**config.mk**
```make
export PLATFORM = sky130hd
export DESIGN_NAME = vstep_ctrl
export DESIGN_NICKNAME = d
export VERILOG_FILES = /design/src/rtl/vstep_pkg.sv /design/src/rtl/vstep_delay.sv /design/src/rtl/vstep_stepper.sv /design/src/rtl/vstep_flags.sv /design/src/rtl/vstep_ctrl.sv
export SDC_FILE = /design/constraint.sdc
export NUM_CORES = 1
export LEC_CHECK = 0
export BUFFER_PORTS_ARGS = -buffer_cell sky130_fd_sc_hd__buf_2
export CORE_MARGIN = 5
export CORE_UTILIZATION = 51
export CTS_CLUSTER_DIAMETER = 100
export DETAILED_ROUTE_END_ITERATION = 16
export GPL_ROUTABILITY_DRIVEN = 0
export GPL_TIMING_DRIVEN = 0
export PLACE_DENSITY = 0.81
export RECOVER_POWER = 50
export SETUP_SLACK_MARGIN = 0.15
export SKIP_CTS_REPAIR_TIMING = 1
export SLEW_MARGIN = 5
export SYNTH_ARGS = -nofsm -noshare
export SYNTH_HDL_FRONTEND = slang
export SYNTH_SLANG_ARGS = --single-unit
```
**constraint.sdc**
```tcl
create_clock -name clk_i -period 4.3 [get_ports clk_i]
set_input_delay 0.645 -clock clk_i [delete_from_list [all_inputs] [get_ports clk_i]]
set_output_delay 0.645 -clock clk_i [all_outputs]
set_load 0.01 [all_outputs]
```
**src/rtl/vstep_pkg.sv**
```systemverilog
package vstep_pkg;
  typedef enum logic [3:0] {
    ST_IDLE   = 4'd0,
    ST_MON    = 4'd1,
    ST_SETTLE = 4'd2,
    ST_DIRECT = 4'd3
  } vstep_state_e;
endpackage

```
**src/rtl/vstep_delay.sv**
```systemverilog
module vstep_delay #(
  parameter int unsigned PRE_W = 8,
  parameter int unsigned DLY_W = 16
) (
  input  logic             clk_i,
  input  logic             rst_ni,
  input  logic             load_i,
  input  logic             run_i,
  input  logic [PRE_W-1:0] pre_i,
  input  logic [DLY_W-1:0] dly_i,
  output logic             zero_o
);
  logic [PRE_W-1:0] pre_q, pre_cnt_q;
  logic [DLY_W-1:0] dly_cnt_q;

  always_ff @(posedge clk_i or negedge rst_ni) begin
    if (!rst_ni) begin
      pre_q     <= '0;
      pre_cnt_q <= '0;
      dly_cnt_q <= '0;
    end else if (load_i) begin
      pre_q     <= pre_i;
      pre_cnt_q <= pre_i;
      dly_cnt_q <= dly_i;
    end else if (run_i && dly_cnt_q != '0) begin
      if (pre_cnt_q == '0) begin
        pre_cnt_q <= pre_q;
        dly_cnt_q <= dly_cnt_q - 1'b1;
      end else begin
        pre_cnt_q <= pre_cnt_q - 1'b1;
      end
    end
  end

  assign zero_o = (dly_cnt_q == '0);
endmodule

```
**src/rtl/vstep_stepper.sv**
```systemverilog
module vstep_stepper #(
  parameter int unsigned CODE_W = 7,
  parameter int unsigned STEP_W = 3
) (
  input  logic [CODE_W-1:0] code_i,
  input  logic [CODE_W-1:0] lim_i,
  input  logic [STEP_W-1:0] step_i,
  input  logic              up_i,
  output logic [CODE_W-1:0] next_o
);
  localparam int unsigned SUM_W = CODE_W + 1;
  logic [SUM_W-1:0] se, code_x, lim_x, sum, diff;

  always_comb begin
    se     = (step_i == '0) ? SUM_W'(1) : SUM_W'(step_i);
    code_x = SUM_W'(code_i);
    lim_x  = SUM_W'(lim_i);
    sum    = code_x + se;
    diff   = code_x - se;
    if (up_i) begin
      if (code_x >= lim_x)    next_o = code_i;
      else if (sum >= lim_x)  next_o = lim_i;
      else                    next_o = sum[CODE_W-1:0];
    end else begin
      if (code_x <= lim_x)          next_o = code_i;
      else if (code_x <= lim_x + se) next_o = lim_i;
      else                          next_o = diff[CODE_W-1:0];
    end
  end
endmodule

```
**src/rtl/vstep_flags.sv**
```systemverilog
module vstep_flags #(
  parameter int unsigned CODE_W = 7
) (
  input  logic              clk_i,
  input  logic              rst_ni,
  input  logic [CODE_W-1:0] code_i,
  input  logic [CODE_W-1:0] lim_lo_i,
  input  logic [CODE_W-1:0] lim_hi_i,
  input  logic [CODE_W-1:0] lv_thr_i,
  input  logic [CODE_W-1:0] lv_mask_i,
  input  logic              adj_set_i,
  input  logic              to_set_i,
  input  logic              err_clr_i,
  input  logic              to_s_clr_i,
  input  logic              lv_s_clr_i,
  input  logic              lim_ie_i,
  input  logic              adj_ie_i,
  input  logic              to_ie_i,
  input  logic              lv_ie_i,
  output logic              lo_lim_o,
  output logic              hi_lim_o,
  output logic              lim_err_o,
  output logic              adj_err_o,
  output logic              to_err_o,
  output logic              to_err_s_o,
  output logic              lv_det_o,
  output logic              lv_det_s_o,
  output logic              irq_o
);
  assign lo_lim_o = (code_i <= lim_lo_i);
  assign hi_lim_o = (code_i >= lim_hi_i);
  assign lv_det_o = ((code_i & lv_mask_i) < (lv_thr_i & lv_mask_i));

  always_ff @(posedge clk_i or negedge rst_ni) begin
    if (!rst_ni) begin
      lim_err_o  <= 1'b0;
      adj_err_o  <= 1'b0;
      to_err_o   <= 1'b0;
      to_err_s_o <= 1'b0;
      lv_det_s_o <= 1'b0;
    end else begin
      // set wins over clear
      lim_err_o  <= (lim_err_o & ~err_clr_i) | lo_lim_o | hi_lim_o;
      adj_err_o  <= (adj_err_o & ~err_clr_i) | adj_set_i;
      to_err_o   <= (to_err_o & ~err_clr_i) | to_set_i;
      to_err_s_o <= (to_err_s_o & ~to_s_clr_i) | to_set_i;
      lv_det_s_o <= (lv_det_s_o & ~lv_s_clr_i) | lv_det_o;
    end
  end

  assign irq_o = (lim_ie_i & lim_err_o) | (adj_ie_i & adj_err_o) |
                 (to_ie_i & to_err_o) | (lv_ie_i & lv_det_s_o);
endmodule

```
**src/rtl/vstep_ctrl.sv**
```systemverilog
module vstep_ctrl
  import vstep_pkg::*;
#(
  parameter int unsigned CODE_W     = 7,
  parameter int unsigned STEP_W     = 3,
  parameter int unsigned PRE_W      = 8,
  parameter int unsigned DLY_W      = 16,
  parameter int unsigned TO_STEPS   = 8,
  parameter int unsigned RESET_CODE = 64
) (
  input  logic              clk_i,
  input  logic              rst_ni,
  input  logic              adj_en_i,
  input  logic              direct_go_i,
  input  logic              direct_step_i,
  input  logic              sw_lock_i,
  input  logic [STEP_W-1:0] step_i,
  input  logic              slow_trip_i,
  input  logic              fast_trip_i,
  input  logic [CODE_W-1:0] target_i,
  input  logic [PRE_W-1:0]  up_pre_i,
  input  logic [DLY_W-1:0]  up_dly_i,
  input  logic [PRE_W-1:0]  dn_pre_i,
  input  logic [DLY_W-1:0]  dn_dly_i,
  input  logic [CODE_W-1:0] lim_lo_i,
  input  logic [CODE_W-1:0] lim_hi_i,
  input  logic [CODE_W-1:0] lv_thr_i,
  input  logic [CODE_W-1:0] lv_mask_i,
  input  logic              lim_ie_i,
  input  logic              adj_ie_i,
  input  logic              to_ie_i,
  input  logic              lv_ie_i,
  input  logic              err_clr_i,
  input  logic              to_s_clr_i,
  input  logic              lv_s_clr_i,
  input  logic              lp_req_i,
  input  logic              lp_ack_gate_i,
  input  logic              lp_abort_i,
  output logic [CODE_W-1:0] vcode_o,
  output logic [3:0]        state_o,
  output logic              up_act_o,
  output logic              dn_act_o,
  output logic              direct_act_o,
  output logic              dly_ok_o,
  output logic              lo_lim_o,
  output logic              hi_lim_o,
  output logic              lim_err_o,
  output logic              adj_err_o,
  output logic              to_err_o,
  output logic              to_err_s_o,
  output logic              lv_det_o,
  output logic              lv_det_s_o,
  output logic              irq_o,
  output logic              lp_ack_o
);
  localparam int unsigned TO_W = $clog2(TO_STEPS + 1);
  localparam logic [TO_W-1:0] TO_MAX = TO_W'(TO_STEPS);

  vstep_state_e      state_q, state_d;
  logic [CODE_W-1:0] code_q, code_d, tgt_q, tgt_d, tgt_clamp, step_lim, step_next;
  logic              mv_up_q, mv_up_d, from_dir_q, from_dir_d, last_up_q, last_up_d;
  logic [TO_W-1:0]   streak_q, streak_d, streak_inc;
  logic              dir_up, in_direct, abort, direct_req;
  logic              dly_load, dly_zero, adj_set, to_set, lp_ack_q;
  logic [PRE_W-1:0]  ld_pre;
  logic [DLY_W-1:0]  ld_dly;

  assign abort      = lp_req_i & lp_abort_i;
  assign direct_req = direct_go_i & ~sw_lock_i;
  assign in_direct  = (state_q == ST_DIRECT);
  assign dir_up     = in_direct ? (tgt_q > code_q) : slow_trip_i;
  assign step_lim   = in_direct ? tgt_q : (dir_up ? lim_hi_i : lim_lo_i);
  assign ld_pre     = dir_up ? up_pre_i : dn_pre_i;
  assign ld_dly     = dir_up ? up_dly_i : dn_dly_i;
  assign tgt_clamp  = (target_i < lim_lo_i) ? lim_lo_i :
                      (target_i > lim_hi_i) ? lim_hi_i : target_i;

  vstep_stepper #(.CODE_W(CODE_W), .STEP_W(STEP_W)) u_stepper (
    .code_i (code_q),
    .lim_i  (step_lim),
    .step_i (step_i),
    .up_i   (dir_up),
    .next_o (step_next)
  );

  vstep_delay #(.PRE_W(PRE_W), .DLY_W(DLY_W)) u_delay (
    .clk_i  (clk_i),
    .rst_ni (rst_ni),
    .load_i (dly_load),
    .run_i  (state_q == ST_SETTLE),
    .pre_i  (ld_pre),
    .dly_i  (ld_dly),
    .zero_o (dly_zero)
  );

  always_comb begin
    state_d    = state_q;
    code_d     = code_q;
    tgt_d      = tgt_q;
    mv_up_d    = mv_up_q;
    from_dir_d = from_dir_q;
    last_up_d  = last_up_q;
    streak_d   = streak_q;
    dly_load   = 1'b0;
    adj_set    = 1'b0;
    to_set     = 1'b0;
    streak_inc = TO_W'(1);
    if (streak_q != '0 && last_up_q == slow_trip_i)
      streak_inc = (streak_q == TO_MAX) ? streak_q : streak_q + 1'b1;

    if (abort) begin
      state_d = ST_IDLE;
    end else begin
      unique case (state_q)
        ST_IDLE: begin
          if (direct_req) begin
            if (direct_step_i) begin
              tgt_d   = tgt_clamp;
              state_d = ST_DIRECT;
            end else begin
              code_d = tgt_clamp;
            end
          end else if (adj_en_i) begin
            state_d  = ST_MON;
            streak_d = '0;
          end
        end
        ST_MON: begin
          if (!adj_en_i) begin
            state_d = ST_IDLE;
          end else if (slow_trip_i && fast_trip_i) begin
            adj_set  = 1'b1;
            streak_d = '0;
          end else if (slow_trip_i || fast_trip_i) begin
            code_d     = step_next;
            mv_up_d    = slow_trip_i;
            from_dir_d = 1'b0;
            dly_load   = 1'b1;
            state_d    = ST_SETTLE;
            last_up_d  = slow_trip_i;
            streak_d   = streak_inc;
            to_set     = (streak_inc == TO_MAX);
          end else begin
            streak_d = '0;
          end
        end
        ST_SETTLE: begin
          if (dly_zero) state_d = from_dir_q ? ST_DIRECT : ST_MON;
        end
        ST_DIRECT: begin
          if (code_q == tgt_q) begin
            state_d = ST_IDLE;
          end else begin
            code_d     = step_next;
            mv_up_d    = dir_up;
            from_dir_d = 1'b1;
            dly_load   = 1'b1;
            state_d    = ST_SETTLE;
          end
        end
        default: state_d = ST_IDLE;
      endcase
    end
  end

  always_ff @(posedge clk_i or negedge rst_ni) begin
    if (!rst_ni) begin
      state_q    <= ST_IDLE;
      code_q     <= CODE_W'(RESET_CODE);
      tgt_q      <= CODE_W'(RESET_CODE);
      mv_up_q    <= 1'b0;
      from_dir_q <= 1'b0;
      last_up_q  <= 1'b0;
      streak_q   <= '0;
      lp_ack_q   <= 1'b0;
    end else begin
      state_q    <= state_d;
      code_q     <= code_d;
      tgt_q      <= tgt_d;
      mv_up_q    <= mv_up_d;
      from_dir_q <= from_dir_d;
      last_up_q  <= last_up_d;
      streak_q   <= streak_d;
      lp_ack_q   <= lp_req_i & (~lp_ack_gate_i | (state_q == ST_IDLE));
    end
  end

  vstep_flags #(.CODE_W(CODE_W)) u_flags (
    .clk_i      (clk_i),
    .rst_ni     (rst_ni),
    .code_i     (code_q),
    .lim_lo_i   (lim_lo_i),
    .lim_hi_i   (lim_hi_i),
    .lv_thr_i   (lv_thr_i),
    .lv_mask_i  (lv_mask_i),
    .adj_set_i  (adj_set),
    .to_set_i   (to_set),
    .err_clr_i  (err_clr_i),
    .to_s_clr_i (to_s_clr_i),
    .lv_s_clr_i (lv_s_clr_i),
    .lim_ie_i   (lim_ie_i),
    .adj_ie_i   (adj_ie_i),
    .to_ie_i    (to_ie_i),
    .lv_ie_i    (lv_ie_i),
    .lo_lim_o   (lo_lim_o),
    .hi_lim_o   (hi_lim_o),
    .lim_err_o  (lim_err_o),
    .adj_err_o  (adj_err_o),
    .to_err_o   (to_err_o),
    .to_err_s_o (to_err_s_o),
    .lv_det_o   (lv_det_o),
    .lv_det_s_o (lv_det_s_o),
    .irq_o      (irq_o)
  );

  assign vcode_o      = code_q;
  assign state_o      = state_q;
  assign up_act_o     = (state_q == ST_SETTLE) & mv_up_q;
  assign dn_act_o     = (state_q == ST_SETTLE) & ~mv_up_q;
  assign direct_act_o = in_direct | ((state_q == ST_SETTLE) & from_dir_q);
  assign dly_ok_o     = dly_zero;
  assign lp_ack_o     = lp_ack_q;
endmodule

```
==> impl_metrics.csv, run 1 <==
group,metric,value,unit
timing,relSlewSlack,-1.18,
cells_and_area,multiInputGateArea,0.00432,mm²
status,violations,"capacitance limit, slew limit, setup timing",
cells_and_area,syn_to_final_growth,22.1,%
clock_network,clock-sinks,61,
clock_network,cts_root_buf,"clkbuf_16",
die,core,0.0119,mm²
clock_network,clkTransAtPathRegs,0.06,ns
clock_network,htree_levels,3,
clock_network,cts_tree,"yes",
timing,setup_viol,7,
die,chipHeight,119,µm
timing,fin_crit_sh,1.08,
cells_and_area,drive_gt1_frac,0.242,
synth,netlist_instances,731,
routing,ant_nets,0,
routing,dr.pass1.iters,7,
die,rows,40,
routing,initialDrtViolationCount,455,
global_route,antenna_found_initial,1,
critical_path,path_class,"flip-flop to flip-flop",
worst_hold_path,min_path_type,"flip-flop to flip-flop",
global_route,grt_pass1_wl,27800,µm
placed_design,port_buffers,126,
synth,synth-seq-area-share,0.251,
cells_and_area,utilization,0.628,
global_route,grt_util_met1,0.310,
critical_path,critPathRequiredTime,4.52,ns
cells_and_area,nets,1078,
synth,ys_ff_latch,61,
global_route,grt_start_max_net_pins,62,
global_route,grt_usage,0.239,
synth,synth_edf_count,0,
timing,fmaxAchievable,216,MHz
timing,tns,-1.92,ns
routing,wl_per_cell,16.8,µm
global_route,use_met2,0.400,
synth,synth_ff_type,"dfrtp_1",
global_route,use_met3,0.0437,
die,die_area,0.0143,mm²
cells_and_area,fillCellCount,1008,
cells_and_area,layout_common_cells,"buf_2 (126), ha_1 (75), nand2_1 (73), nor2_1 (55), dfrtp_1 (54)",
critical_path,cp_data_arrival_time,4.86,ns
routing,via_count,6125,
routing,wl,17600,µm
die,initial_core_util,0.514,
synth,syn_avg_cell_area,8.35,µm²
critical_path,reg2reg_slack,-0.33,ns
die,io_pins,129,
routing,drc,0,
placed_design,dp_hpwl,13600,µm
routing,via_per_inst,5.86,
global_route,gr-total-overflow,0,
critical_path,cp-end-kind,"flip-flop",
clock_network,cts.path.max_buffers,2,
timing,rsz0062_at_grt,"yes",
cells_and_area,register_area,0.00154,mm²
power_and_ir_drop,power.density,645,mW/mm²
timing,finalWorstSetupSlack,-0.335,ns
power_and_ir_drop,max-vdd-ir-drop,0.000354,V
timing,tightest_slew,3.27,ns
status,status,"complete, but fails checks",
synth,syn_area,0.00610,mm²
critical_path,worstSetupStartpointType,"flip-flop",
cells_and_area,layout_commonest_cell,"buf_2",
timing,fin_crit,4.63,ns
synth,synth_cell_types,82,
global_route,grt_pass1_vias,5803,
timing,clock_skew,0.00967,ns
power_and_ir_drop,cellLeakagePower,3.56,nW
synth,async_reset_ff_frac,1.00,
critical_path,path_max_fanout,6,
run,maxCapViolCount,1,
global_route,top_usage_layer,"met2",
synth,yosysWarningCount,0,
die,die_w,119,µm
timing,final_max_slew_viol_count,62,
clock_network,numCtsBuffers,9,
clock_network,clk_latency,0.34,ns
timing,hold_viol,0,
cells_and_area,antenna_cells,0,
==> flip-flops by register name (all words and copies together) (netlist names) <==
signal              count
u_flags.adj_err_o       1
u_flags.to_err_s_o      1
streak_q                4
from_dir_q              1
u_flags.to_err_o        1
u_delay.pre_cnt_q       8
last_up_q               1
state_o                 2
u_flags.lv_det_s_o      1
u_delay.dly_cnt_q      16
mv_up_q                 1
vcode_o                 7
lp_ack_o                1
tgt_q                   7
u_delay.pre_q           8
u_flags.lim_err_o       1
==> worst max-delay path, cell delays in order (launching register included) <==
cell and delay (ns):
dfstp_2 0.56, inv_2 0.05, ha_4 0.25, nand4_1 0.17, a21o_1 0.23, a32o_2 0.25
a311o_2 0.47, inv_4 0.11, ha_4 0.20, a21o_1 0.18, a21oi_4 0.20, nor3_4 0.07
xor2_1 0.17, ha_1 0.33, o21a_1 0.13, o22a_1 0.15, o21ai_4 0.08, a21oi_4 0.24
mux2i_1 0.25, o22ai_1 0.11, a221oi_1 0.31
==> synth_stat cells (4+ instances only) <==
| cell | n | area share |
|---|---|---|
| a211oi_1 | 14 | 0.017 |
| mux2_2 | 4 | 0.0074 |
| nor2_1 | 55 | 0.034 |
| and2_1 | 10 | 0.010 |
| buf_2 | 8 | 0.0066 |
| a21oi_1 | 52 | 0.043 |
| nand4_1 | 10 | 0.010 |
| a31oi_1 | 9 | 0.0092 |
| nand2_1 | 73 | 0.045 |
| dfrtp_1 | 59 | 0.24 |
| clkbuf_1 | 16 | 0.0098 |
| inv_1 | 49 | 0.030 |
| xnor2_1 | 21 | 0.030 |
| a22oi_1 | 4 | 0.0049 |
| o221ai_1 | 6 | 0.0086 |
| nand2b_1 | 10 | 0.010 |
| and3_1 | 16 | 0.016 |
| a21o_1 | 22 | 0.027 |
| ha_1 | 77 | 0.16 |
| o21ai_0 | 49 | 0.040 |
| nor2b_1 | 9 | 0.0092 |
| nor3b_1 | 4 | 0.0049 |
| xor2_1 | 6 | 0.0086 |
| o211ai_1 | 11 | 0.014 |
| mux2i_1 | 19 | 0.031 |
| nand3_1 | 14 | 0.011 |
| nor3_1 | 17 | 0.014 |
| nand3b_1 | 4 | 0.0049 |
==> where the power goes <==
part	internal (mW)	total, mW	switching (mW)
sequential	0.832	1.10	0.265
combinational	1.32	3.04	1.72
clock	0.390	0.667	0.277
total	2.54	4.80	2.26
==> final cells by class <==
| cell class | instances | area share |
|---|---|---|
| multi-input cells | 593 | 0.580 |
| flip-flops and latches | 61 | 0.206 |
| repair buffers | 151 | 0.109 |
| clock buffers | 9 | 0.0302 |
| inverters | 50 | 0.0255 |
| well taps | 147 | 0.0247 |
| plain buffers | 28 | 0.0175 |
| clock inverters | 7 | 0.00689 |
==> stage by stage <==
step                      cell area (µm²)  hold WS (ns)  setup WS [ns]  std cells  power [mW]
after floorplan                      6140         0.349         0.0299        732        3.09
after global placement               6950         0.465         -0.609       1005        3.76
after detailed placement             6950         0.473         -0.692       1005        3.84
after CTS                            7230         0.423         -0.720       1021        4.53
after global routing                 7450         0.498         -0.517       1046        5.20
final                                7450         0.483         -0.335       1046        4.80
==> final timing paths <==
kind                                       start                   end  cells past startpoint
worst max-delay path                  vcode_o[6]            vcode_o[1]                     20
worst min-delay path            u_delay.pre_q[6]      u_delay.pre_q[6]                      2
worst max register to register        vcode_o[6]            vcode_o[1]                     20
worst min register to register  u_delay.pre_q[6]      u_delay.pre_q[6]                      2
max in group asynchronous                 rst_ni            vcode_o[5]                      1
min in group asynchronous                 rst_ni  u_delay.dly_cnt_q[6]                      1
==> kinds of logic (layout without fill, tap and decap cells) <==
family          after synthesis  count (layout)  synth area share
simple gates                242             242             0.202
xor+xnor                     27              27            0.0388
buf+inv                      78             245            0.0527
other cells                   1               2          0.000615
mux                          31              31            0.0582
compound gates              211             211             0.229
fa+ha+maj                    80              80             0.168
flops                        61              61             0.251
==> layer usage <==
metal / up-vias / share of wire
li1: 2976 / -
met1: 2889 / 0.43
met2: 226 / 0.49
met3: 32 / 0.061
met4: 2 / 0.023
met5: - / 0.00040
Power figures use the tool's default switching activity.
==> run 2: changes to the inputs <==
--- a/config.mk
+++ b/config.mk
@@ -7,16 +7,17 @@
 export LEC_CHECK = 0
 export BUFFER_PORTS_ARGS = -buffer_cell sky130_fd_sc_hd__buf_2
 export CORE_MARGIN = 5
-export CORE_UTILIZATION = 51
+export CORE_UTILIZATION = 52
 export CTS_CLUSTER_DIAMETER = 100
 export DETAILED_ROUTE_END_ITERATION = 16
 export GPL_ROUTABILITY_DRIVEN = 0
 export GPL_TIMING_DRIVEN = 0
-export PLACE_DENSITY = 0.81
+export PLACE_DENSITY = 0.82
 export RECOVER_POWER = 50
 export SETUP_SLACK_MARGIN = 0.15
 export SKIP_CTS_REPAIR_TIMING = 1
 export SLEW_MARGIN = 5
 export SYNTH_ARGS = -nofsm -noshare
 export SYNTH_HDL_FRONTEND = slang
+export SYNTH_HIERARCHICAL = 1
 export SYNTH_SLANG_ARGS = --single-unit
==> constraint.sdc (replaced) <==
create_clock -name clk_i -period 4.3 [get_ports clk_i]
set_input_delay 1.29 -clock clk_i [delete_from_list [all_inputs] [get_ports clk_i]]
set_output_delay 1.29 -clock clk_i [all_outputs]
set_load 0.01 [all_outputs]
==> impl_metrics.csv, run 2 <==
group,metric,value,unit
routing,via_count,6514,
clock_network,clock-sinks,61,
critical_path,timing.rr.start,"state_o[0]",
global_route,use_met3,0.0487,
global_route,grt_pass1_wl,29300,µm
die,die_w,122,µm
clock_network,cts_root_buf,"clkbuf_16",
cells_and_area,top_register,"u_delay/dly_cnt_q",
global_route,grt_usage,0.243,
cells_and_area,largest_reg_flops,16,
critical_path,path_class,"input pin to flip-flop",
die,initial_core_util,0.524,
timing,fin_crit,4.68,ns
cells_and_area,layout_commonest_cell,"buf_2",
timing,final_max_slew_viol_count,0,
timing,hold_viol,0,
status,status,"complete, but fails checks",
cells_and_area,layout_common_cells,"buf_2 (131), ha_1 (75), inv_1 (67), nand2_1 (62), dfrtp_1 (59)",
synth,syn_area,0.00653,mm²
critical_path,critPathLaunch,"slow_trip_i",
critical_path,reg2reg_slack,-0.18,ns
placed_design,dp_cells,1065,
synth,synth_ff_type,"dfrtp_1",
cells_and_area,register_area,0.00153,mm²
timing,relSlewSlack,0.474,
timing,tightest_slew,0.789,ns
synth,syn_avg_cell_area,8.52,µm²
routing,wl_per_cell,17.0,µm
timing,fin_hold_ws,0.485,ns
global_route,antenna_found_initial,0,
synth,synth_cell_types,91,
critical_path,cp_data_arrival_time,4.90,ns
die,rows,41,
power_and_ir_drop,power.density,661,mW/mm²
critical_path,crit_chain,"buf_6, buf_12, mux2i_2, a21oi_2, ha_2, inv_2, fa_2, nor2b_2, o21ai_2, nor3_2, xnor2_1, ha_1, and3_4, o2111ai_4, o211ai_1, buf_4, a31oi_4, nor3b_2, a221o_1, nand2_2, o311ai_2, o21a_1",
run,maxCapViolCount,0,
synth,synthMostInstantiatedCell,"ha_1",
routing,initialDrtViolationCount,510,
synth,yosysWarningCount,6,
critical_path,worstSetupStartpointType,"input pin",
synth,synth_top_family_by_area,"compound AO/OA/AOI/OAI gates",
die,die_area,0.0149,mm²
synth,synth_compound_area_frac,0.223,
die,core,0.0125,mm²
placed_design,dp_hpwl,13900,µm
cells_and_area,top_regs,"u_delay/dly_cnt_q (16), u_delay/pre_cnt_q (8), u_delay/pre_q (8)",
cells_and_area,fillCellCount,1036,
timing,clock_skew,0.00827,ns
critical_path,cp_slowest_stage_delay,0.40,ns
global_route,grt_util_met1,0.306,
synth,synth.area.mux_share,0.0868,
power_and_ir_drop,cellLeakagePower,3.72,nW
synth,yosys.area.top_type,"dfrtp_1",
global_route,grt_pass1_vias,6153,
global_route,grt_start_max_net_pins,62,
clock_network,cts.path.max_buffers,2,
placed_design,port_buffers,126,
clock_network,clk_latency,0.33,ns
global_route,gr-total-overflow,0,
timing,fin_crit_sh,1.09,
cells_and_area,nets,1104,
synth,netlist_instances,766,
synth,ys_ff_latch,61,
critical_path,reg2regPathDepth,22,
critical_path,r2r_end,"vcode_o[3]",
timing,rsz0062_at_grt,"yes",
worst_hold_path,holdPathStages,1,
power_and_ir_drop,max-vdd-ir-drop,0.000266,V
global_route,top_usage_layer,"met2",
die,io_pins,129,
worst_hold_path,hp-start,"u_flags/to_err_s_o",
synth,synth_simple_gate_area_frac,0.196,
synth,synthTopCellsByCount,"ha_1 (77), inv_1 (68), nand2_1 (64), dfrtp_1 (59), nor2_1 (50)",
synth,synth_xor_xnor_area_share,0.0429,
synth,synth-adder-area-share,0.157,
routing,dr.pass1.iters,5,
timing,finalWorstSetupSlack,-0.382,ns
die,chipHeight,122,µm
timing,fmaxAchievable,214,MHz
synth,synth_top_cell_area_share,0.226,
cells_and_area,antenna_cells,0,
global_route,use_met2,0.418,
critical_path,cp_slowest_cell,"fa_2",
critical_path,path_max_fanout,8,
routing,ant_nets,0,
cells_and_area,drive_gt1_frac,0.281,
synth,synthTopCellsByArea,"dfrtp_1 (23%), ha_1 (15%), inv_1 (3.9%)",
routing,wl,18700,µm
synth,synth_edf_count,0,
cells_and_area,finalNonFillerCells,1097,
synth,synth-seq-area-share,0.234,
timing,setup_viol,7,
worst_hold_path,min_path_type,"flip-flop to flip-flop",
clock_network,clkTransAtPathRegs,0.05,ns
cells_and_area,multiInputGateArea,0.00485,mm²
clock_network,htree_levels,3,
clock_network,cts_tree,"yes",
critical_path,cp-end-kind,"flip-flop",
cells_and_area,syn_to_final_growth,23.7,%
clock_network,numCtsBuffers,9,
critical_path,critPathRequiredTime,4.52,ns
status,violations,"setup timing",
worst_hold_path,holdPathEnd,"u_flags/to_err_s_o",
routing,drc,0,
routing,via_per_inst,5.94,
synth,async_reset_ff_frac,1.00,
run 2: cell types whose count changed after synthesis, moves of 8 or more:
cell / previous run / this run
a211oi_1: 14 / 6
a21o_1: 22 / 11
and3_1: 16 / 2
inv_1: 49 / 68
mux2_1: 1 / 18
mux2_2: 4 / 15
nand2_1: 73 / 64
o211ai_1: 11 / 2
o21ai_0: 49 / 40
o21ai_1: 2 / 10
run 2: layout make-up:
cell class | count | share of cell area
multi-input combinational | 610 | 0.601
sequential | 61 | 0.189
timing repair buffer | 142 | 0.0948
inverter | 68 | 0.0316
clock buffer | 10 | 0.0284
tap | 172 | 0.0267
buffer | 28 | 0.0192
clock inverter | 6 | 0.00883
run 2: cells by family after synthesis:
| group | count (synthesis) |
|---|---|
| and+or+nand+nor | 239 |
| AOI/OAI and AO/OA | 205 |
| buffers and inverters | 96 |
| adders and majority gates | 80 |
| DFF | 61 |
| muxes | 52 |
| xor gates and xnor gates | 32 |
| other | 1 |
run 2: worst max-delay path by stage:
stage	end	cells past startpoint
floorplan	vcode_o[3]	16
global placement	vcode_o[6]	19
detailed placement	vcode_o[6]	19
CTS	vcode_o[3]	20
global route	vcode_o[1]	23
finish	vcode_o[3]	22
run 2: where the power goes:
part           internal (mW)  total, mW  leakage [nW]  switching (mW)
combinational           1.56       3.39          2.85            1.83
sequential             0.831       1.23         0.738           0.397
clock                  0.452      0.718         0.139           0.266
run 2: stage by stage:
step | setup WS, ns | setup TNS (ns) | instance area, µm² | total power, mW | utilization
global route | -0.563 | -3.15 | 8080 | 5.73 | 0.648
floorplan | -0.197 | -0.695 | 6600 | 3.34 | -
CTS | -0.535 | -3.17 | 7740 | 4.87 | 0.621
finish | -0.382 | -2.06 | 8080 | 5.34 | 0.648
detailed placement | -0.856 | -5.35 | 7440 | 4.11 | 0.597
global placement | -0.846 | -5.31 | 7440 | 4.03 | 0.597
run 2: critical path: cells and delay by family:
family                   cells  cell delay [ns]
AND/OR/NAND/NOR              5             0.63
XOR/XNOR                     1             0.09
adder cells (fa/ha/maj)      3             1.01
multiplexers                 1             0.15
buffers and inverters        4             0.47
AO/OA/AOI/OAI                8             1.24
run 2: metal layers:
metal / part of all wire / wire (µm) / vias up
met2: 0.49 / 9110 / 288
met5: 0 / 0 / -
met1: 0.41 / 7690 / 3073
met3: 0.074 / 1380 / 46
met4: 0.027 / 511 / 0
li1: - / - / 3107
==> run 3: changes to the inputs <==
--- a/config.mk
+++ b/config.mk
@@ -7,12 +7,13 @@
 export LEC_CHECK = 0
 export BUFFER_PORTS_ARGS = -buffer_cell sky130_fd_sc_hd__buf_2
 export CORE_MARGIN = 5
-export CORE_UTILIZATION = 52
+export CORE_UTILIZATION = 53
+export CTS_BUF_LIST = sky130_fd_sc_hd__clkbuf_2 sky130_fd_sc_hd__clkbuf_4 sky130_fd_sc_hd__clkbuf_8
 export CTS_CLUSTER_DIAMETER = 100
 export DETAILED_ROUTE_END_ITERATION = 16
 export GPL_ROUTABILITY_DRIVEN = 0
 export GPL_TIMING_DRIVEN = 0
-export PLACE_DENSITY = 0.82
+export PLACE_DENSITY = 0.83
 export RECOVER_POWER = 50
 export SETUP_SLACK_MARGIN = 0.15
 export SKIP_CTS_REPAIR_TIMING = 1
==> impl_metrics.csv, run 3 (synthesis results as in run 2) <==
group,metric,value,unit
critical_path,reg2reg_slack,-0.18,ns
timing,relSlewSlack,-0.0242,
timing,final_max_slew_viol_count,62,
routing,top_layer,"met4",
timing,setup_viol,7,
timing,fin_crit,4.55,ns
global_route,grt_pass1_vias,6272,
critical_path,cp_slowest_cell,"ha_2",
cells_and_area,antenna_cells,0,
power_and_ir_drop,p_clk_frac,0.107,
routing,initialDrtViolationCount,689,
placed_design,port_buffers,126,
critical_path,timing.rr.start,"state_o[0]",
timing,rsz0062_at_grt,"yes",
die,chipHeight,121,µm
global_route,gr-total-overflow,0,
routing,wl,19200,µm
power_and_ir_drop,p_seq_frac,0.238,
routing,via_per_inst,5.91,
critical_path,cp-end-kind,"flip-flop",
power_and_ir_drop,cellLeakagePower,3.67,nW
routing,via_count,6448,
clock_network,clkTransAtPathRegs,0.07,ns
cells_and_area,nets,1102,
timing,fin_crit_sh,1.06,
cells_and_area,layout_commonest_cell,"buf_2",
critical_path,cp_slowest_stage_delay,0.43,ns
clock_network,clk_latency,0.36,ns
status,violations,"capacitance limit, slew limit, setup timing",
routing,drc,0,
critical_path,path_class,"input pin to flip-flop",
routing,ant_nets,0,
die,die_area,0.0146,mm²
timing,fin_hold_ws,0.483,ns
critical_path,worstSetupStartpointType,"input pin",
timing,fmaxAchievable,220,MHz
die,die_w,121,µm
clock_network,cts.path.max_buffers,2,
clock_network,cts_tree,"yes",
global_route,grt_usage,0.248,
die,rows,40,
placed_design,post_dp_cell_area,0.00744,mm²
worst_hold_path,holdPathStages,1,
timing,clock_skew,0.0180,ns
timing,hold_viol,0,
routing,dr.pass1.iters,5,
timing,tightest_slew,1.54,ns
routing,met2WireLength,9300,µm
status,status,"complete, but fails checks",
critical_path,cp_data_arrival_time,4.79,ns
clock_network,numCtsBuffers,9,
power_and_ir_drop,power.density,642,mW/mm²
critical_path,cp_top_family,"compound AO/OA/AOI/OAI gates",
power_and_ir_drop,max-vdd-ir-drop,0.000249,V
worst_hold_path,min_path_type,"flip-flop to flip-flop",
critical_path,worst-path-stages,16,
power_and_ir_drop,p_sw_frac,0.481,
power_and_ir_drop,power_switching,2.46,mW
cells_and_area,top_regs,"u_delay/dly_cnt_q (16), u_delay/pre_cnt_q (8), u_delay/pre_q (8)",
power_and_ir_drop,p_int,2.66,mW
run,maxCapViolCount,1,
cells_and_area,syn_to_final_growth,22.1,%
die,initial_core_util,0.541,
cells_and_area,drive_gt1_frac,0.284,
routing,wirelength_met1,8020,µm
clock_network,cts_root_buf,"clkbuf_8",
worst_hold_path,hp-start,"u_flags/to_err_s_o",
global_route,grt_pass1_wl,29500,µm
critical_path,critPathRequiredTime,4.54,ns
routing,wl_per_cell,17.6,µm
critical_path,crit_buf_inv,2,
cells_and_area,top_register,"u_delay/dly_cnt_q",
power_and_ir_drop,combPwrFrac,0.655,
global_route,grt_start_max_net_pins,62,
critical_path,reg2regPathDepth,20,
cells_and_area,fillCellCount,1015,
timing,finalWorstSetupSlack,-0.247,ns
placed_design,dp_hpwl,14000,µm
critical_path,critPathLaunch,"step_i[2]",
clock_network,clock-sinks,61,
routing,dr_wl_met3,1400,µm
critical_path,crit_chain,"buf_2, inv_1, ha_2, nor2b_1, o311ai_0, xnor2_1, ha_1, o2111a_1, o31ai_2, o211ai_4, mux2_4, a22o_1, a221o_1, nand2_2, o311ai_2, o21a_1",
critical_path,path_max_fanout,7,
die,core,0.0121,mm²
clock_network,htree_levels,3,
cells_and_area,largest_reg_flops,16,
global_route,antenna_found_initial,0,
cells_and_area,finish.instance_area,0.00797,mm²
cells_and_area,utilization,0.661,
die,io_pins,129,
cells_and_area,layout_common_cells,"buf_2 (131), ha_1 (72), inv_1 (67), nand2_1 (62), dfrtp_1 (59)",
## run 3: cell types whose count changed in the layout (fill, tap and decap cells not counted), moves of 2 or more
cell	change
ha_2	+2
o311ai_1	-2
clkbuf_16	-8
ha_1	-3
buf_4	-3
nor3_1	-2
clkbuf_8	+10
## run 3: final timing paths
path                                           end
worst max register to register          vcode_o[3]
min in group asynchronous              streak_q[3]
worst max-delay path                    vcode_o[3]
worst min register to register  u_flags/to_err_s_o
max in group asynchronous                 tgt_q[5]
worst min-delay path            u_flags/to_err_s_o
## run 3: power groups by stage
| stage | Clock, mW | Combinational, mW | Sequential [mW] |
|---|---|---|---|
| floorplan | 0 | 2.23 | 1.11 |
| global placement | 0 | 2.82 | 1.21 |
| detailed placement | 0 | 2.92 | 1.22 |
| CTS | 0.549 | 2.94 | 1.21 |
| global route | 0.575 | 3.67 | 1.26 |
| finish | 0.545 | 3.35 | 1.22 |
## run 3: area by class of cell
cell class                 count  area [µm²]  area share
tap                          168         210      0.0264
clock inverter                 6        70.1     0.00879
inverter                      68         255      0.0320
buffer                        28         154      0.0193
timing repair buffer         140         762      0.0956
sequential                    61        1530       0.192
clock buffer                  10         138      0.0173
multi-input combinational    610        4850       0.609
## run 3: per-stage QoR
| step | setup WS [ns] | total power, mW | instances | setup TNS, ns |
|---|---|---|---|---|
| finish | -0.247 | 5.12 | 1091 | -0.921 |
| global route | -0.385 | 5.50 | 1091 | -2.08 |
| CTS | -0.556 | 4.70 | 1077 | -3.03 |
| detailed placement | -0.904 | 4.13 | 1061 | -5.46 |
| global placement | -0.831 | 4.02 | 1061 | -5.17 |
| floorplan | -0.197 | 3.34 | 767 | -0.695 |
## run 3: per-layer routing
metal | GRT usage | vias to the layer above
met2 | 0.425 | 276
met1 | 0.317 | 3036
met3 | 0.0392 | 42
li1 | - | 3094
met5 | 0 | -
met4 | 0.0878 | 0
